===== src/rtl/dma_evsched_pkg.sv =====
package dma_evsched_pkg;

   localparam int unsigned EVT_NUM  = 16;
   localparam int unsigned EVT_W    = 4;
   localparam int unsigned EN_BIT   = 7;
   localparam int unsigned PRIO_BIT = 6;

   typedef struct packed {
      logic             vld;
      logic [EVT_W-1:0] src;
   } evt_route_t;

   // Maps a channel event code to a source index on ev_in.
   function automatic evt_route_t route_code(input logic [4:0] code, input logic mux);
      evt_route_t r;
      r.vld = 1'b0;
      r.src = '0;
      case (code)
         5'd1, 5'd2: begin
            r.vld = 1'b1;
            r.src = EVT_W'(code - 5'd1);
         end
         5'd5, 5'd6: begin
            r.vld = 1'b1;
            r.src = EVT_W'(code - 5'd3);
         end
         5'd9, 5'd10: begin
            r.vld = mux;
            r.src = EVT_W'(code - 5'd5);
         end
         5'd11, 5'd12: begin
            r.vld = ~mux;
            r.src = EVT_W'(code - 5'd5);
         end
         default: begin
            if (code >= 5'd13 && code <= 5'd20) begin
               r.vld = 1'b1;
               r.src = EVT_W'(code - 5'd5);
            end
         end
      endcase
      return r;
   endfunction

endpackage


===== src/rtl/dma_evsel.sv =====
module dma_evsel
   import dma_evsched_pkg::*;
#(
   parameter int unsigned CODE_W = 5
) (
   input  logic [CODE_W-1:0]  code,
   input  logic               mux_mode,
   input  logic [EVT_NUM-1:0] ev_rise,
   output logic               trig,
   output logic               code_ok
);

   initial assert (CODE_W == 5) else $error("dma_evsel: CODE_W must be 5");

   evt_route_t rt;

   always_comb begin
      rt      = route_code(5'(code), mux_mode);
      code_ok = rt.vld;
      trig    = rt.vld & ev_rise[rt.src];
   end

endmodule


===== src/rtl/dma_ch_ctx.sv =====
module dma_ch_ctx
   import dma_evsched_pkg::*;
#(
   parameter int unsigned DATA_W = 16,
   parameter int unsigned CODE_W = 5
) (
   input  logic              clk,
   input  logic              rst_n,
   input  logic              wr_en,
   input  logic [DATA_W-1:0] wdata,
   input  logic              trig,
   input  logic              code_ok,
   input  logic              gnt,
   input  logic              done,
   output logic [DATA_W-1:0] ctl,
   output logic              ready,
   output logic              prio,
   output logic              drop,
   output logic              irq
);

   initial assert (DATA_W > EN_BIT && CODE_W < PRIO_BIT)
      else $error("dma_ch_ctx: field layout does not fit DATA_W");

   logic pend;
   logic en;
   logic unsync;

   assign en     = ctl[EN_BIT];
   assign prio   = ctl[PRIO_BIT];
   assign unsync = (ctl[CODE_W-1:0] == '0);
   assign ready  = en & (unsync | (pend & code_ok));

   always_ff @(posedge clk or negedge rst_n) begin
      if (!rst_n) begin
         ctl  <= '0;
         pend <= 1'b0;
         drop <= 1'b0;
         irq  <= 1'b0;
      end else begin
         if (wr_en) ctl <= wdata;
         pend <= en & ((pend & ~gnt) | trig);
         drop <= en & pend & ~gnt & trig;
         irq  <= done;
      end
   end

   p_off_clears_r11: assert property (@(posedge clk) disable iff (!rst_n)
      !en |=> !pend);
   p_gnt_clears_r6: assert property (@(posedge clk) disable iff (!rst_n)
      (gnt && !trig) |=> !pend);
   p_drop_cause_r9: assert property (@(posedge clk) disable iff (!rst_n)
      drop |-> $past(pend));
   p_irq_follow_r10: assert property (@(posedge clk) disable iff (!rst_n)
      irq |-> $past(done));

endmodule


===== src/rtl/dma_prio_arb.sv =====
module dma_prio_arb #(
   parameter int unsigned N = 6,
   localparam int unsigned IW = (N > 1) ? $clog2(N) : 1
) (
   input  logic          clk,
   input  logic          rst_n,
   input  logic [N-1:0]  ready,
   input  logic [N-1:0]  prio,
   input  logic          accept,
   output logic          gnt_valid,
   output logic [IW-1:0] gnt_idx
);

   initial assert (N >= 2) else $error("dma_prio_arb: N must be at least 2");

   logic [IW-1:0] ptr_hi, ptr_lo, base;
   logic [N-1:0]  hi, lo, mask;
   logic          use_hi, found;
   int            j;

   always_comb begin
      hi     = ready & prio;
      lo     = ready & ~prio;
      use_hi = |hi;
      mask   = use_hi ? hi : lo;
      base   = use_hi ? ptr_hi : ptr_lo;
      found  = 1'b0;
      gnt_idx = '0;
      j = 0;
      for (int k = 1; k <= int'(N); k++) begin
         j = (int'(base) + k) % int'(N);
         if (!found && mask[j]) begin
            found   = 1'b1;
            gnt_idx = IW'(j);
         end
      end
      gnt_valid = found;
   end

   always_ff @(posedge clk or negedge rst_n) begin
      if (!rst_n) begin
         ptr_hi <= IW'(N - 1);
         ptr_lo <= IW'(N - 1);
      end else if (gnt_valid && accept) begin
         if (use_hi) ptr_hi <= gnt_idx;
         else        ptr_lo <= gnt_idx;
      end
   end

   p_gnt_is_ready_r6: assert property (@(posedge clk) disable iff (!rst_n)
      gnt_valid |-> ready[gnt_idx]);
   p_hi_first_r7: assert property (@(posedge clk) disable iff (!rst_n)
      (gnt_valid && (|(ready & prio))) |-> prio[gnt_idx]);
   p_work_granted_r2: assert property (@(posedge clk) disable iff (!rst_n)
      (|ready) |-> gnt_valid);

endmodule


===== src/rtl/dma_evsched.sv =====
module dma_evsched
   import dma_evsched_pkg::*;
#(
   parameter int unsigned NUM_CH = 6,
   parameter int unsigned DATA_W = 16,
   parameter int unsigned CODE_W = 5,
   localparam int unsigned CH_W = (NUM_CH > 1) ? $clog2(NUM_CH) : 1
) (
   input  logic              clk,
   input  logic              rst_n,
   input  logic              reg_wr,
   input  logic [CH_W-1:0]   reg_addr,
   input  logic [DATA_W-1:0] reg_wdata,
   output logic [DATA_W-1:0] reg_rdata,
   input  logic              mux_mode,
   input  logic [EVT_NUM-1:0] ev_in,
   output logic              gnt_valid,
   output logic [CH_W-1:0]   gnt_ch,
   input  logic              gnt_ready,
   input  logic [NUM_CH-1:0] blk_done,
   output logic [NUM_CH-1:0] ch_irq,
   output logic [NUM_CH-1:0] sync_drop
);

   initial assert (NUM_CH >= 2 && CODE_W == 5)
      else $error("dma_evsched: unsupported parameter set");

   logic [EVT_NUM-1:0] ev_q;
   logic [EVT_NUM-1:0] ev_rise;
   logic [DATA_W-1:0]  ctl_a [NUM_CH];
   logic [NUM_CH-1:0]  rdy_v, prio_v;
   logic               accept;

   always_ff @(posedge clk or negedge rst_n) begin
      if (!rst_n) ev_q <= '0;
      else        ev_q <= ev_in;
   end

   assign ev_rise = ev_in & ~ev_q;
   assign accept  = gnt_valid & gnt_ready;

   for (genvar c = 0; c < NUM_CH; c++) begin : g_ch
      logic trig, code_ok;

      dma_evsel #(.CODE_W(CODE_W)) u_sel (
         .code     (ctl_a[c][CODE_W-1:0]),
         .mux_mode (mux_mode),
         .ev_rise  (ev_rise),
         .trig     (trig),
         .code_ok  (code_ok)
      );

      dma_ch_ctx #(.DATA_W(DATA_W), .CODE_W(CODE_W)) u_ctx (
         .clk     (clk),
         .rst_n   (rst_n),
         .wr_en   (reg_wr && (reg_addr == CH_W'(c))),
         .wdata   (reg_wdata),
         .trig    (trig),
         .code_ok (code_ok),
         .gnt     (accept && (gnt_ch == CH_W'(c))),
         .done    (blk_done[c]),
         .ctl     (ctl_a[c]),
         .ready   (rdy_v[c]),
         .prio    (prio_v[c]),
         .drop    (sync_drop[c]),
         .irq     (ch_irq[c])
      );
   end

   dma_prio_arb #(.N(NUM_CH)) u_arb (
      .clk       (clk),
      .rst_n     (rst_n),
      .ready     (rdy_v),
      .prio      (prio_v),
      .accept    (gnt_ready),
      .gnt_valid (gnt_valid),
      .gnt_idx   (gnt_ch)
   );

   logic [CODE_W-1:0] gnt_code;

   always_comb begin
      reg_rdata = '0;
      gnt_code  = '0;
      for (int c = 0; c < int'(NUM_CH); c++) begin
         if (reg_addr == CH_W'(c)) reg_rdata = ctl_a[c];
         if (gnt_ch == CH_W'(c))   gnt_code  = ctl_a[c][CODE_W-1:0];
      end
   end

   p_rsv_never_r5: assert property (@(posedge clk) disable iff (!rst_n)
      gnt_valid |-> (gnt_code == '0 || route_code(5'(gnt_code), mux_mode).vld));

endmodule


===== config.mk =====
export PLATFORM = sky130hd
export DESIGN_NAME = dma_evsched
export DESIGN_NICKNAME = d
export VERILOG_FILES = /design/src/rtl/dma_evsched_pkg.sv /design/src/rtl/dma_evsel.sv /design/src/rtl/dma_ch_ctx.sv /design/src/rtl/dma_prio_arb.sv /design/src/rtl/dma_evsched.sv
export SDC_FILE = /design/constraint.sdc
export NUM_CORES = 1
export LEC_CHECK = 0
export BUFFER_PORTS_ARGS = -buffer_cell sky130_fd_sc_hd__buf_2
export CAP_MARGIN = 15
export CELL_PAD_IN_SITES_DETAIL_PLACEMENT = 1
export CELL_PAD_IN_SITES_GLOBAL_PLACEMENT = 2
export CORE_MARGIN = 2
export CORE_UTILIZATION = 40
export DETAILED_ROUTE_END_ITERATION = 10
export GPL_ROUTABILITY_DRIVEN = 0
export GPL_TIMING_DRIVEN = 0
export PLACE_DENSITY = 0.79
export RECOVER_POWER = 100
export SYNTH_ARGS = -nofsm -noshare
export SYNTH_HDL_FRONTEND = slang
export SYNTH_SLANG_ARGS = --single-unit

===== constraint.sdc =====
create_clock -name clk -period 8.56 [get_ports clk]
set_input_delay 0.428 -clock clk [delete_from_list [all_inputs] [get_ports clk]]
set_output_delay 0.428 -clock clk [all_outputs]
set_load 0.01 [all_outputs]

[Word-level counts from Yosys, hierarchy flattened]
Cells that the tools add are included.
Storage, ports and cells
  bits in registers: 136
  output and inout bits: 32
  bits of input ports: 46
  logic and storage cells: 339
Operators by class
  divide/modulo/power cells: 6
  bitwise operators: 74
  $lt $le $gt $ge: 24
  add/subtract/negate cells: 24
  eq/ne operators: 58
  reductions and logical operators: 64
  muxes and demuxes: 62
Operators with widths (number)
  $lt 32x5->1 const B: 6
  $mod 32x4->32 const B: 6
  $eq 5x4->1 const B: 24
  $pmux 5 s4: 6
  $mux 16: 6
  $eq 5x3->1 const B: 12
  $and 1x1->1: 49
  $reduce_or 2->1: 24
  $eq 5x1->1 const B: 6
  $eq 5x2->1 const B: 6
  $ge 5x4->1 const B: 6
  $le 5x5->1 const B: 6
  $logic_not 5->1: 6
  $lt 4x5->1 const B: 6
  $mux 5: 6
  $bmux 1 s4: 6
  $logic_and 1x1->1: 24
  $mux 1: 24
  $sub 4x1->4 const B: 6
  $sub 4x2->4 const B: 6
  $sub 4x3->4 const B: 6
  $mux 3: 7
  $bmux 1 s3: 6
  $and 16x16->16: 1
  other kinds (16): 51

[Longest topological paths before layout]
Gate-level depths: netlist of run 1.
  depth in word-level cells: 37
  gate-level depth with buffers: 30
  mapped depth without buffers: 27

[Modules after synthesis]
From an unflattened synthesis of run 1, not the netlist that was laid out.
Unflattened totals
  cell total of the unflattened synthesis: 1299
  area total of the unflattened synthesis: 11916.4 µm²
Modules (own cells, without submodules)
  dma_ch_ctx: sequential area each 475.5 µm², area an instance 721.9 µm², times used 6, cells each 44
  dma_evsel: sequential area each 0.0 µm², area an instance 669.4 µm², times used 6, cells each 99
  dma_prio_arb: sequential area each 155.1 µm², area an instance 1970.6 µm², times used 1, cells each 257
  dma_evsched: sequential area each 400.4 µm², area an instance 1597.8 µm², times used 1, cells each 184

[Worst setup path after synthesis of run 1]
No wires, ideal clock.
  path type: register to register
  from: register g_ch[5].u_ctx.ctl[0]
  to: register u_arb.ptr_lo[1]
  period minus slack after synthesis: 6.098 ns
  library setup time: 0.125 ns
  buffers on the path: 4
  data required time: 8.435 ns
  stages on the path, launching flop included: 30
  path slack: 2.462 ns
  arrival time: 5.974 ns
  cell sequence: dfrtp_1 > inv_1 > ha_1 > nor2_1 > nor4b_1 > or3_1 > o211a_4 > a211oi_4 > buf_2 > nand2_1 > nor2_1 > a21o_1 > ha_1 > clkbuf_1 > nand2_1 > a211oi_1 > or2_0 > buf_2 > inv_1 > ha_1 > nand2b_1 > nor3_1 > mux2_1 > a211o_1 > nor2_1 > nand4_2 > and2_4 > buf_6 > nand2_2 > mux2_2
On the way
  longest elaborated chain between the ends: 33
  elaborated cells on any way between the ends: 81
  classes of those cells: add/sub: 6; div: 6; order compare: 2; eq/ne: 8; mux: 34; bitwise: 6; reduce/logical: 19
RTL lines
  start: declaration: line dma_ch_ctx.sv:15  | output logic [DATA_W-1:0] ctl,
  start signal: assignment: line dma_ch_ctx.sv:41  | if (wr_en) ctl <= wdata;
  $ge 5x4->1 or $le 5x5->1 (tied branches): line dma_evsched_pkg.sv:36  | if (code >= 5'd13 && code <= 5'd20) begin
  $logic_and 1x1->1: line dma_evsched_pkg.sv:36
  $mux 5: line dma_evsched_pkg.sv:36
  $pmux 5 s4: line dma_evsched_pkg.sv:18  | case (code)
  $and 1x1->1: line dma_ch_ctx.sv:32  | assign ready = en & (unsync | (pend & code_ok));
  $or 1x1->1 (*): line dma_ch_ctx.sv:32
  $and 1x1->1 (*): line dma_ch_ctx.sv:32
  $and 6x6->6: line dma_prio_arb.sv:22  | hi = ready & prio;
  (+18 left out)
  $logic_and 1x1->1: line dma_prio_arb.sv:32  | if (!found && mask[j]) begin
  $mux 1: line dma_prio_arb.sv:32
  $logic_not 1->1: line dma_prio_arb.sv:32
  $logic_and 1x1->1: line dma_prio_arb.sv:32
  $mux 1 (*): line dma_prio_arb.sv:32
  via gnt_valid: line dma_evsched.sv:17  | output logic gnt_valid,
  $logic_and 1x1->1 (*): line dma_prio_arb.sv:44  | end else if (gnt_valid && accept) begin
  $reduce_and 2->1 (no line) (*)
  end signal: assignment: line dma_prio_arb.sv:43  | ptr_lo <= IW'(N - 1);
  end signal: assignment: line dma_prio_arb.sv:46  | else ptr_lo <= gnt_idx;
  end: declaration: line dma_prio_arb.sv:16  | logic [IW-1:0] ptr_hi, ptr_lo, base;
The timed path passes the listed nets; every way through them passes the cells marked *. The select of a mux whose other input is x is not followed.
A chain may end at the register's enable or synchronous reset.

[Worst setup path after layout of run 1]
  from: register g_ch[4].u_ctx.ctl[0]
  to: output port gnt_ch[1]
On the way
  longest elaborated chain between the ends: 31
  elaborated cells on any way between the ends: 77
  classes of those cells: add/sub: 6; div: 6; order compare: 2; eq/ne: 8; mux: 33; bitwise: 5; reduce/logical: 17
RTL lines
  start: declaration: line dma_ch_ctx.sv:15
  start signal: assignment: line dma_ch_ctx.sv:41
  $ge 5x4->1 or $le 5x5->1 (tied branches): line dma_evsched_pkg.sv:36
  $logic_and 1x1->1: line dma_evsched_pkg.sv:36
  $mux 5: line dma_evsched_pkg.sv:36
  $pmux 5 s4: line dma_evsched_pkg.sv:18
  $and 1x1->1: line dma_ch_ctx.sv:32
  $or 1x1->1 (*): line dma_ch_ctx.sv:32
  $and 1x1->1 (*): line dma_ch_ctx.sv:32
  $and 6x6->6: line dma_prio_arb.sv:22
  (+15 left out)
  $logic_and 1x1->1: line dma_prio_arb.sv:32
  $mux 1: line dma_prio_arb.sv:32
  $logic_not 1->1: line dma_prio_arb.sv:32
  $logic_and 1x1->1: line dma_prio_arb.sv:32
  $mux 1: line dma_prio_arb.sv:32
  $logic_not 1->1: line dma_prio_arb.sv:32
  $logic_and 1x1->1: line dma_prio_arb.sv:32
  $mux 3 (*): line dma_prio_arb.sv:32
  end: declaration: line dma_evsched.sv:18  | output logic [CH_W-1:0] gnt_ch,
Every way passes the cells marked *; elsewhere a longest branch is shown, timed or not. The select of a mux whose other input is x is not followed.

==> results of run 1 <==
[how the worst max path moves through the flow]
stage,startpoint,endpoint,slack [ps],cells past startpoint
floorplan,g_ch[5].u_ctx.ctl[0],u_arb.ptr_lo[1],2460,29
global placement,g_ch[3].u_ctx.ctl[0],gnt_ch[1],720,28
detailed placement,g_ch[3].u_ctx.ctl[0],gnt_ch[1],690,28
CTS,g_ch[3].u_ctx.ctl[0],gnt_ch[1],200,28
global route,g_ch[5].u_ctx.ctl[0],gnt_ch[0],20,28
finish,g_ch[4].u_ctx.ctl[0],gnt_ch[1],640,28
[state kept, by name, indices dropped and copies added (netlist names)]
signal           cells
g_ch.u_ctx.pend      6
g_ch.u_ctx.drop      6
g_ch.u_ctx.ctl      96
u_arb.ptr_hi         3
g_ch.u_ctx.irq       6
ev_q                16
u_arb.ptr_lo         3
[Yosys cell counts, types with 9 or more instances]
master and n:
and2_1 13, nand3_1 15, nand2_1 73, o21ai_0 46, xnor2_1 13, o22ai_1 14
dfrtp_1 132, nor2_1 51, a21oi_1 70, mux2i_1 66, nor2b_1 37, a211oi_1 27
o221ai_1 9, ha_1 50, mux2_2 106, mux4_2 10, nor3b_1 10, clkbuf_1 28
nor3_1 34, buf_4 16, o211ai_1 9, inv_1 49, nand2b_1 18, buf_2 12
[cells in the final DEF, fill, tap and decap left out, types with 46 or more instances in the layout]
master and n:
ha_1 50, nor2_1 51, clkbuf_1 69, inv_1 49, mux2i_1 66, nand2_1 73, dfrtp_1 132, a21oi_1 70
mux2_2 106, buf_2 51, o21ai_0 46
[worst max-delay path: cells and delay by family, from the launching register on]
kind | cells | cell delay (ps)
AND/OR/NAND/NOR | 11 | 2480
AO/OA/AOI/OAI | 7 | 2080
buffers and inverters | 7 | 1210
flip-flops | 1 | 460
adder cells (fa/ha/maj) | 3 | 810
[cell families (layout without fill, tap and decap cells)]
kind of cell    count (synthesis)  after routing  share of synthesized area [%]
simple gates                  317            317                          16.82
compound gates                261            261                          17.40
mux                           185            185                          20.14
flops                         136            136                          32.42
buf+inv                       113            224                          4.891
fa+ha+maj                      56             56                          7.093
xor+xnor                       15             15                          1.250
[cell type report]
type / count / area [sq um]
Fill cell: 3018 / 14050
Multi-Input combinational cell: 834 / 6595
Sequential cell: 136 / 3408
Clock buffer: 17 / 425.4
Tap cell: 335 / 419.2
Timing Repair Buffer: 79 / 345.3
Buffer: 61 / 320.3
Inverter: 52 / 195.2
Clock inverter: 15 / 147.6
[power groups by stage]
stage	Clock (mW)	Combinational (mW)	Sequential (mW)
2_1_floorplan	0	1.86	0.862
3_3_place_gp	0	2.53	0.903
3_5_place_dp	0	2.56	0.910
4_1_cts	0.758	2.58	0.899
5_1_grt	0.783	2.81	0.919
6_report	0.742	2.55	0.901
[routing by layer]
layer  up-vias  share of wire [%]  global-route usage (%)
li1       4190                  -                       -
met1      4497                 48                   33.76
met2       144                 47                   40.05
met3        27                3.1                   3.027
met4         0                1.4                   4.877
met5         -                  0                       0
==> run summary, run 1 <==
PostCTS Resize Cnt: 0
Startpoint class of the critical path: register
Count of final setup violators: 0
Drt total wl: 32750 um
F_max: 0.1263 GHz
Max Cap Viol: 2
Die ar.: 27600 sq um
Clock Root Buffer: clkbuf_16
R2R Path Start: g_ch[4].u_ctx.ctl[0]
Die Height: 166.1 um
Placed cell area: 11370 sq um
Pint: 2.138 mW
Nets: 1283
Syn avg cell area: 9.708 sq um
Hold path cells: 1
Detail Placement HPWL: 24230 um
DR WL/cell: 21.42 um
Final Skew: 11.51 ps
Post-synthesis cell count: 1083
Synthesized Nets: 1185
CTS tree: yes
Layout cell share with drive strength beyond 1: 22.95%
Finished Cell Area: 11860 sq um
H-tree depth: 4
Dpl cells: 1497
Sequential share of power: 21.5%
Top FF cell, synth: dfrtp_1
Combinational share of power: 60.8%
Crit path capture type: output port
Overall die width: 166.1 um
Drt first pass iters: 5
Critical path's slowest cell: nor4_1
Synth async-reset ratio: 100.0%
WHS Endpoint: g_ch[2].u_ctx.irq
Failing checks: capacitance limit, slew limit
Hold slack: 92.36 ps
R2r worst-path depth: 28
Antenna cells: 0
Largest cells by area after synthesis: dfrtp_1, mux2_2, mux2i_1
Cell taking the most area after synthesis: dfrtp_1
Residual DRC: 0
Power per cell area: 353.6 nW/um^2
Switching share of power: 49.00%
Initial antenna violation count: 0
Insertion delay to the later sink of the worst-skew pair: 430 ps
Initial core utilization: 40.58%
Flops & latches, synth: 136
Layout Cells excl Fill: 1529
Sequential share of the synthesized area: 32.42%
Final setup margin: 639.2 ps
Netlist Area Pre-Place: 10510 sq um
Final period utilization: 92.53%
Worst Path Max Fanout: 10
Crit path required time: 8130 ps
Slew headroom: -203.3%
Largest stage delay, worst path: 640 ps
Switch Pwr: 2.054 mW
Yosys cell types: 107
Worst-Margin Slew: 4550 ps
Clock power frac: 17.7%
Post-layout util: 45.76%
PortBufs: 77
Syn. warnings: 0
Max clock buf depth: 2
Aggregate global-route resource usage: 24.05%
Inserted Clock Buffers: 17
R2R setup slack: 1100 ps
Status: complete, but fails checks
Final hold vios: 0
Site Rows: 59
RSZ-0062 raised after global routing: no
Final min period: 7921 ps
Via count: 8858
Crit path kind: reg2out
Grt total ovfl: 0
Antenna Nets Post-Route: 0
Clock transition at path regs: 80 ps
Min-delay worst type: in2reg
Yosys top cell area share: 31.42%
Cts hold-fix bufs: 0
Max VDD drop: 0.0002272 V
Number of synthesized flops with an enable pin: 0
Post-CTS setup buffers: 0
Slew Limit Fails: 139
Power, Total: 4.192 mW
RR Endpoint: g_ch[2].u_ctx.drop
Vias in the first global route: 9223
Avg Vias per Cell: 5.793
IO Pins: 78
1st-iter DRT viols: 505
Pin count of the biggest net entering global routing: 83
First-pass GRT wire length: 52340 um
Clk sink count: 136
Setup TNS Final: 0 ps
CORE AREA: 25910 sq um
Leak pwr: 5.075 nW
Area Growth Syn to Fin: 12.77%
Hold_sp: blk_done[2]
Critical path arrival: 7490 ps
Post-place setup slack: 690.3 ps
No activity file was read; power rests on OpenSTA's default activity.
==> run 2, diff against run 1 <==
--- a/config.mk
+++ b/config.mk
@@ -10,12 +10,13 @@
 export CELL_PAD_IN_SITES_DETAIL_PLACEMENT = 1
 export CELL_PAD_IN_SITES_GLOBAL_PLACEMENT = 2
 export CORE_MARGIN = 2
-export CORE_UTILIZATION = 40
+export CORE_UTILIZATION = 28
 export DETAILED_ROUTE_END_ITERATION = 10
 export GPL_ROUTABILITY_DRIVEN = 0
 export GPL_TIMING_DRIVEN = 0
-export PLACE_DENSITY = 0.79
+export PLACE_DENSITY_LB_ADDON = 0.12
 export RECOVER_POWER = 100
 export SYNTH_ARGS = -nofsm -noshare
 export SYNTH_HDL_FRONTEND = slang
 export SYNTH_SLANG_ARGS = --single-unit
+export TNS_END_PERCENT = 30
==> run 2 against run 1 <==
- the flow still finishes with violations (capacitance limit, slew limit)
- sequential share of layout area down 0.48 points
- clock-buffer cell count is 1 higher
- maximum frequency down 0.71%
- via count decreased by 0.70%
- setup slack worse by 57 ps
- register-to-register slack worse by 150 ps
- combinational power about the same
- largest cell class unchanged
- non-clock buffer count grew 2
- global-route usage is 5.1 points lower
- utilization is 13 points lower
==> run summary, run 2 (synthesized netlist as in run 1, its figures left out) <==
Status: complete, but fails checks
Failing checks: capacitance limit, slew limit
Pin count of the biggest net entering global routing: 77 (-7.2%)
Critical path's slowest cell: dfrtp_1
PortBufs: 77 (unchanged)
Drt first pass iters: 5 (unchanged)
Slew Limit Fails: 139 (unchanged)
CTS tree: yes
H-tree depth: 4 (unchanged)
Final Skew: 13.96 ps (+2.453 ps)
Max VDD drop: 0.0001760 V (-23%)
Leading cell type in the layout, fill and taps excluded: dfrtp_1
Layout cell share with drive strength beyond 1: 22.49% (-0.46 points)
Aggregate global-route resource usage: 18.92% (-5.1 points)
Clock transition at path regs: 60 ps (-20 ps)
Top flop regs: g_ch.u_ctx.ctl x96, ev_q x16
Crit path kind: reg2out
Max clock buf depth: 2 (unchanged)
Worst-Margin Slew: 3916 ps (-633.9 ps)
Clk sink count: 136 (unchanged)
IO Pins: 78 (unchanged)
Grt total ovfl: 0 (unchanged)
Overall die width: 197.8 um (+19%)
Via count: 8796 (-0.70%)
Leak pwr: 5.091 nW (+0.30%)
First-pass GRT wire length: 55480 um (+6.0%)
Hold slack: 97.04 ps (+4.680 ps)
Hold path cells: 1 (unchanged)
Nets: 1285 (+0.16%)
CORE AREA: 36790 sq um (+42%)
Slew headroom: -161.1% (+42 points)
Post-CTS setup buffers: 0 (unchanged)
Drt total wl: 36170 um (+10%)
Initial antenna violation count: 2 (+2)
RSZ-0062 raised after global routing: no
Crit path capture type: output port
Startpoint class of the critical path: register
Power per cell area: 352.0 nW/um^2 (-0.46%)
Vias in the first global route: 9026 (-2.1%)
Area Growth Syn to Fin: 14.69%
DR WL/cell: 21.74 um (+1.5%)
R2r worst-path depth: 29 (+3.6%)
Final period utilization: 93.20% (+0.67 points)
Setup TNS Final: 0 ps (unchanged)
Clock Root Buffer: clkbuf_16
Worst Path Max Fanout: 10 (unchanged)
Antenna Nets Post-Route: 0 (unchanged)
Min-delay worst type: in2reg
Antenna cells: 0 (unchanged)
Most frequent cells in the layout: dfrtp_1, mux2_2, nand2_1
FF/Latch Area: 3408 sq um (unchanged)
Area of the multi-input gates: 6596 sq um (about the same)
Final min period: 7978 ps (+56.93 ps)
1st-iter DRT viols: 385 (-24%)
Die Height: 197.8 um (+19%)
Final hold vios: 0 (unchanged)
Max reg flops: 96 (unchanged)
Detail Placement HPWL: 27210 um (+12%)
Inserted Clock Buffers: 17 (unchanged)
Largest stage delay, worst path: 500 ps (-140 ps)
Worst path most repeated cell: ha_1
Die ar.: 39120 sq um (+42%)
Count of final setup violators: 0 (unchanged)
Residual DRC: 0 (unchanged)
Critical path arrival: 7550 ps (+60 ps)
Biggest register: g_ch.u_ctx.ctl
Crit path required time: 8130 ps (about the same)
Site Rows: 70 (+19%)
Fillers: 4263 (+41%)
Initial core utilization: 28.58% (-12 points)
F_max: 0.1253 GHz (-0.71%)
Insertion delay to the later sink of the worst-skew pair: 440 ps (about the same)
Avg Vias per Cell: 5.286 (-8.8%)
Max Cap Viol: 2 (unchanged)
-- run 2: changes by cell type in the layout (fill, tap and decap cells not counted), sizes merged --
cell           delta
buf               -2
bufinv            +2
clkbuf            +3
clkdlybuf4s25     +1
clkinv            -2
dlygate4sd3       +1
inv               -1
-- run 2: worst max-delay path, delay by kind of cell (launching register included) --
kind,cells,cell delay (ps)
and+or+nand+nor,11,2160
adders and majority gates,3,810
buffers and inverters,6,1190
AOI/OAI and AO/OA,7,2090
muxes,1,310
DFF,1,500
-- run 2: where the power goes --
part	switching [mW]	internal, mW
Clock	0.328	0.437
Sequential	0.120	0.781
Combinational	1.61	0.969
Total	2.06	2.19
-- run 2: stage by stage --
stage	cell area, sq um	setup WS, ps	utilization (%)	power, mW	instances
floorplan	10510	2462	-	2.724	1083
global placement	11480	513.6	31.22	3.525	1628
detailed placement	11550	460.4	31.39	3.536	1631
CTS	12140	29.14	33.01	4.332	1664
global route	12060	49.60	32.78	4.593	1664
finish	12060	582.3	32.78	4.244	1664
-- run 2: worst paths after layout --
kind                                       startpoint                    end  slack, ps
worst max-delay path             g_ch[5].u_ctx.ctl[0]              gnt_ch[1]        580
worst min-delay path                      blk_done[5]      g_ch[5].u_ctx.irq        100
worst max register to register   g_ch[5].u_ctx.ctl[0]     g_ch[5].u_ctx.drop        950
worst min register to register  g_ch[3].u_ctx.ctl[14]  g_ch[3].u_ctx.ctl[14]        500
max in group asynchronous                       rst_n                ev_q[7]       1450
min in group asynchronous                       rst_n      g_ch[2].u_ctx.irq       1710
-- run 2: area by class of cell --
type | instances | share of cell area (%)
Inverter | 52 | 1.619
Tap cell | 468 | 4.856
Buffer | 61 | 2.656
Clock inverter | 14 | 1.318
Timing Repair Buffer | 81 | 3.020
Multi-Input combinational cell | 834 | 54.71
Sequential cell | 136 | 28.27
Clock buffer | 18 | 3.559
-- run 2: routing by layer --
layer  routed length [um]  GRT usage (%)  up-vias
li1                     -              -     4185
met1                17750          25.99     4465
met2                17070          31.86      117
met3                 1028          2.725       25
met4                  305          3.425        4
met5                   14              0        -
-- run 2: timing repair --
item                                   in CTS  in global routing
endpoints found under the hold margin       8                  0
hold buffers                                1                  0
setup endpoints to repair                   0                  9
gates resized for setup                     0                  6
==> run 3, diff against run 2 <==
--- a/config.mk
+++ b/config.mk
@@ -5,13 +5,13 @@
 export SDC_FILE = /design/constraint.sdc
 export NUM_CORES = 1
 export LEC_CHECK = 0
-export BUFFER_PORTS_ARGS = -buffer_cell sky130_fd_sc_hd__buf_2
 export CAP_MARGIN = 15
 export CELL_PAD_IN_SITES_DETAIL_PLACEMENT = 1
 export CELL_PAD_IN_SITES_GLOBAL_PLACEMENT = 2
 export CORE_MARGIN = 2
 export CORE_UTILIZATION = 28
 export DETAILED_ROUTE_END_ITERATION = 10
+export DONT_BUFFER_PORTS = 1
 export GPL_ROUTABILITY_DRIVEN = 0
 export GPL_TIMING_DRIVEN = 0
 export PLACE_DENSITY_LB_ADDON = 0.12
==> constraint.sdc (replaced) <==
create_clock -name clk -period 7.9 [get_ports clk]
set_input_delay 0.395 -clock clk [delete_from_list [all_inputs] [get_ports clk]]
set_output_delay 0.395 -clock clk [all_outputs]
set_load 0.01 [all_outputs]
==> run 3 against run 2 <==
- the flow still finishes with violations (capacitance limit, slew limit)
- combinational power rose by 8.1%
- register-to-register slack got worse by 330 ps
- hold slack got worse by 29 ps
==> run summary, run 3 (synthesized netlist as in run 1, its figures left out) <==
Initial antenna violation count: 0 (-2)
Grt total ovfl: 0 (unchanged)
Leading cell type in the layout, fill and taps excluded: dfrtp_1
Pint: 2.402 mW (+9.8%)
WHS Endpoint: g_ch[2].u_ctx.ctl[1]
Final Skew: 14.37 ps (+0.4089 ps)
Power per cell area: 388.2 nW/um^2 (+10%)
Worst-Margin Slew: 3726 ps (-190.2 ps)
Drt first pass iters: 4 (-1)
Crit path capture type: output port
Crit path kind: reg2out
R2R Path Start: g_ch[5].u_ctx.ctl[1]
Worst Path Max Fanout: 10 (unchanged)
Biggest register: g_ch.u_ctx.ctl
PortBufs: 0 (-100%)
Final min period: 7406 ps
Residual DRC: 0 (unchanged)
Avg Vias per Cell: 5.307 (+0.39%)
Via count: 8544 (-2.9%)
First-pass GRT wire length: 56810 um (+2.4%)
Pin count of the biggest net entering global routing: 137 (+78%)
Overall die width: 197.8 um (unchanged)
Clk sink count: 136 (unchanged)
Layout cell share with drive strength beyond 1: 20.67% (-1.8 points)
Slew headroom: -148.4% (+13 points)
Layout Cells excl Fill: 1610 (-3.2%)
Insertion delay to the later sink of the worst-skew pair: 450 ps (about the same)
Aggregate global-route resource usage: 19.47% (+0.55 points)
Setup TNS Final: 0 ps (unchanged)
Clock transition at path regs: 70 ps (about the same)
Inserted Clock Buffers: 17 (unchanged)
Site Rows: 70 (unchanged)
CORE AREA: 36790 sq um (unchanged)
IO Pins: 78 (unchanged)
Final hold vios: 0 (unchanged)
R2R setup slack: 620 ps (-330 ps)
Area Growth Syn to Fin: 13.97%
Switch Pwr: 2.249 mW (+9.3%)
Switching share of power: 48.35% (-0.11 points)
Fillers: 4192 (-1.7%)
Detail Placement HPWL: 27410 um (+0.74%)
Max reg flops: 96 (unchanged)
CTS tree: yes
Drt total wl: 36820 um (+1.8%)
Antenna cells: 0 (unchanged)
Final period utilization: 93.75%
Hold slack: 68.11 ps (-28.93 ps)
Combinational share of power: 60.0% (-0.7 points)
Slew Limit Fails: 137 (-1.4%)
Critical path arrival: 7010 ps (-540 ps)
H-tree depth: 4 (unchanged)
Max Cap Viol: 1 (-1)
Clock power frac: 18.9% (+0.9 points)
Status: complete, but fails checks
Count of final setup violators: 0 (unchanged)
Top flop regs: g_ch.u_ctx.ctl x96, ev_q x16
Clock Root Buffer: clkbuf_16
Hold path cells: 2 (+1)
F_max: 0.1350 GHz
Startpoint class of the critical path: register
RR Endpoint: g_ch[5].u_ctx.drop
Die Height: 197.8 um (unchanged)
Leak pwr: 4.956 nW (-2.6%)
Max clock buf depth: 2 (unchanged)
Die ar.: 39120 sq um (unchanged)
Initial core utilization: 28.58% (unchanged)
Dpl cells: 1553 (-4.8%)
Max VDD drop: 0.0001680 V (-4.6%)
Vias in the first global route: 9115 (+0.99%)
Min-delay worst type: in2reg
1st-iter DRT viols: 417 (+8.3%)
DR WL/cell: 22.87 um (+5.2%)
Most frequent cells in the layout: dfrtp_1, mux2_2, nand2_1
R2r worst-path depth: 28 (-3.4%)
RSZ-0062 raised after global routing: no
Crit path required time: 7510 ps (-620 ps)
Hold_sp: reg_wdata[1]
Sequential share of power: 21.1% (about the same)
Failing checks: capacitance limit, slew limit
Nets: 1231 (-4.2%)
Antenna Nets Post-Route: 0 (unchanged)
## run 3: cell count changes in the layout (fill, tap and decap cells not counted), sizes merged
cell,before,now
clkbuf,90,63
dlygate4sd3,1,23
inv,60,58
clkinvlp,1,2
clkdlybuf4s25,1,0
buf,68,20
bufinv,2,3
## run 3: layout make-up
cell class	count	area, sq um	area share (%)
well taps	468	585.6	4.887
clock buffers	18	439.2	3.665
repair buffers	27	246.5	2.057
plain buffers	61	277.8	2.318
flip-flops and latches	136	3415	28.50
inverters	52	195.2	1.629
clock inverters	14	185.2	1.545
multi-input cells	834	6639	55.40
## run 3: how the worst max path moves through the flow
stage,start,to,cells after the start
after global routing,g_ch[0].u_ctx.ctl[0],gnt_ch[1],28
final,g_ch[5].u_ctx.ctl[1],gnt_ch[1],26
after global placement,g_ch[3].u_ctx.ctl[0],g_ch[5].u_ctx.drop,28
after CTS,g_ch[5].u_ctx.ctl[0],gnt_ch[1],27
after detailed placement,g_ch[3].u_ctx.ctl[0],g_ch[5].u_ctx.drop,28
after floorplan,g_ch[5].u_ctx.ctl[0],u_arb.ptr_lo[1],29
## run 3: per-layer routing
metal / global-route usage (%) / vias to the layer above / share of wire (%)
met5: 0 / - / 0
met4: 3.676 / 0 / 0.89
met3: 3.969 / 20 / 4.2
met2: 31.90 / 114 / 46
met1: 26.67 / 4334 / 49
li1: - / 4076 / -
## run 3: power by group through the flow
stage,registers [mW],logic (mW),clock network [mW]
2_1_floorplan,0.934,2.02,0
3_3_place_gp,0.987,2.76,0
3_5_place_dp,0.989,2.77,0
4_1_cts,0.976,2.82,0.907
5_1_grt,1.00,3.10,0.934
6_report,0.980,2.79,0.881
## run 3: what timing repair did
action | CTS | global route
setup buffers | 0 | 1
pin swaps | 0 | 2
setup endpoints to repair | 19 | 21
hold buffers | 24 | 0
hold endpoints to repair | 158 | 0
resized for setup | 5 | 21
## run 3: stage by stage
| step | area, sq um | util [%] | worst slack [ps] | power (mW) |
|---|---|---|---|---|
| floorplan | 10510 | - | 1802 | 2.951 |
| global placement | 11100 | 30.17 | -485.0 | 3.745 |
| detailed placement | 11130 | 30.25 | -432.8 | 3.755 |
| CTS | 12030 | 32.70 | 10.40 | 4.707 |
| global route | 11980 | 32.57 | 12.86 | 5.036 |
| finish | 11980 | 32.57 | 493.8 | 4.651 |
## run 3: worst max-delay path: stages (launching register included)
cell       delay (ps)
dfrtp_2           460
inv_1             170
ha_1              230
nor3_1             60
or3b_1            390
a21boi_0          580
o211a_4           330
a211o_2           180
buf_4             210
o21ai_2           110
nand2_1           290
ha_1              300
buf_2             240
nand2_1           130
a211oi_4          360
or2_0             150
clkbuf_2          150
inv_1              80
ha_1              280
nand2b_1          170
nor3_2             70
mux2_1            300
a211o_1           380
nand4bb_1         220
o211ai_1          180
o2bb2ai_1         230
and2_4            280
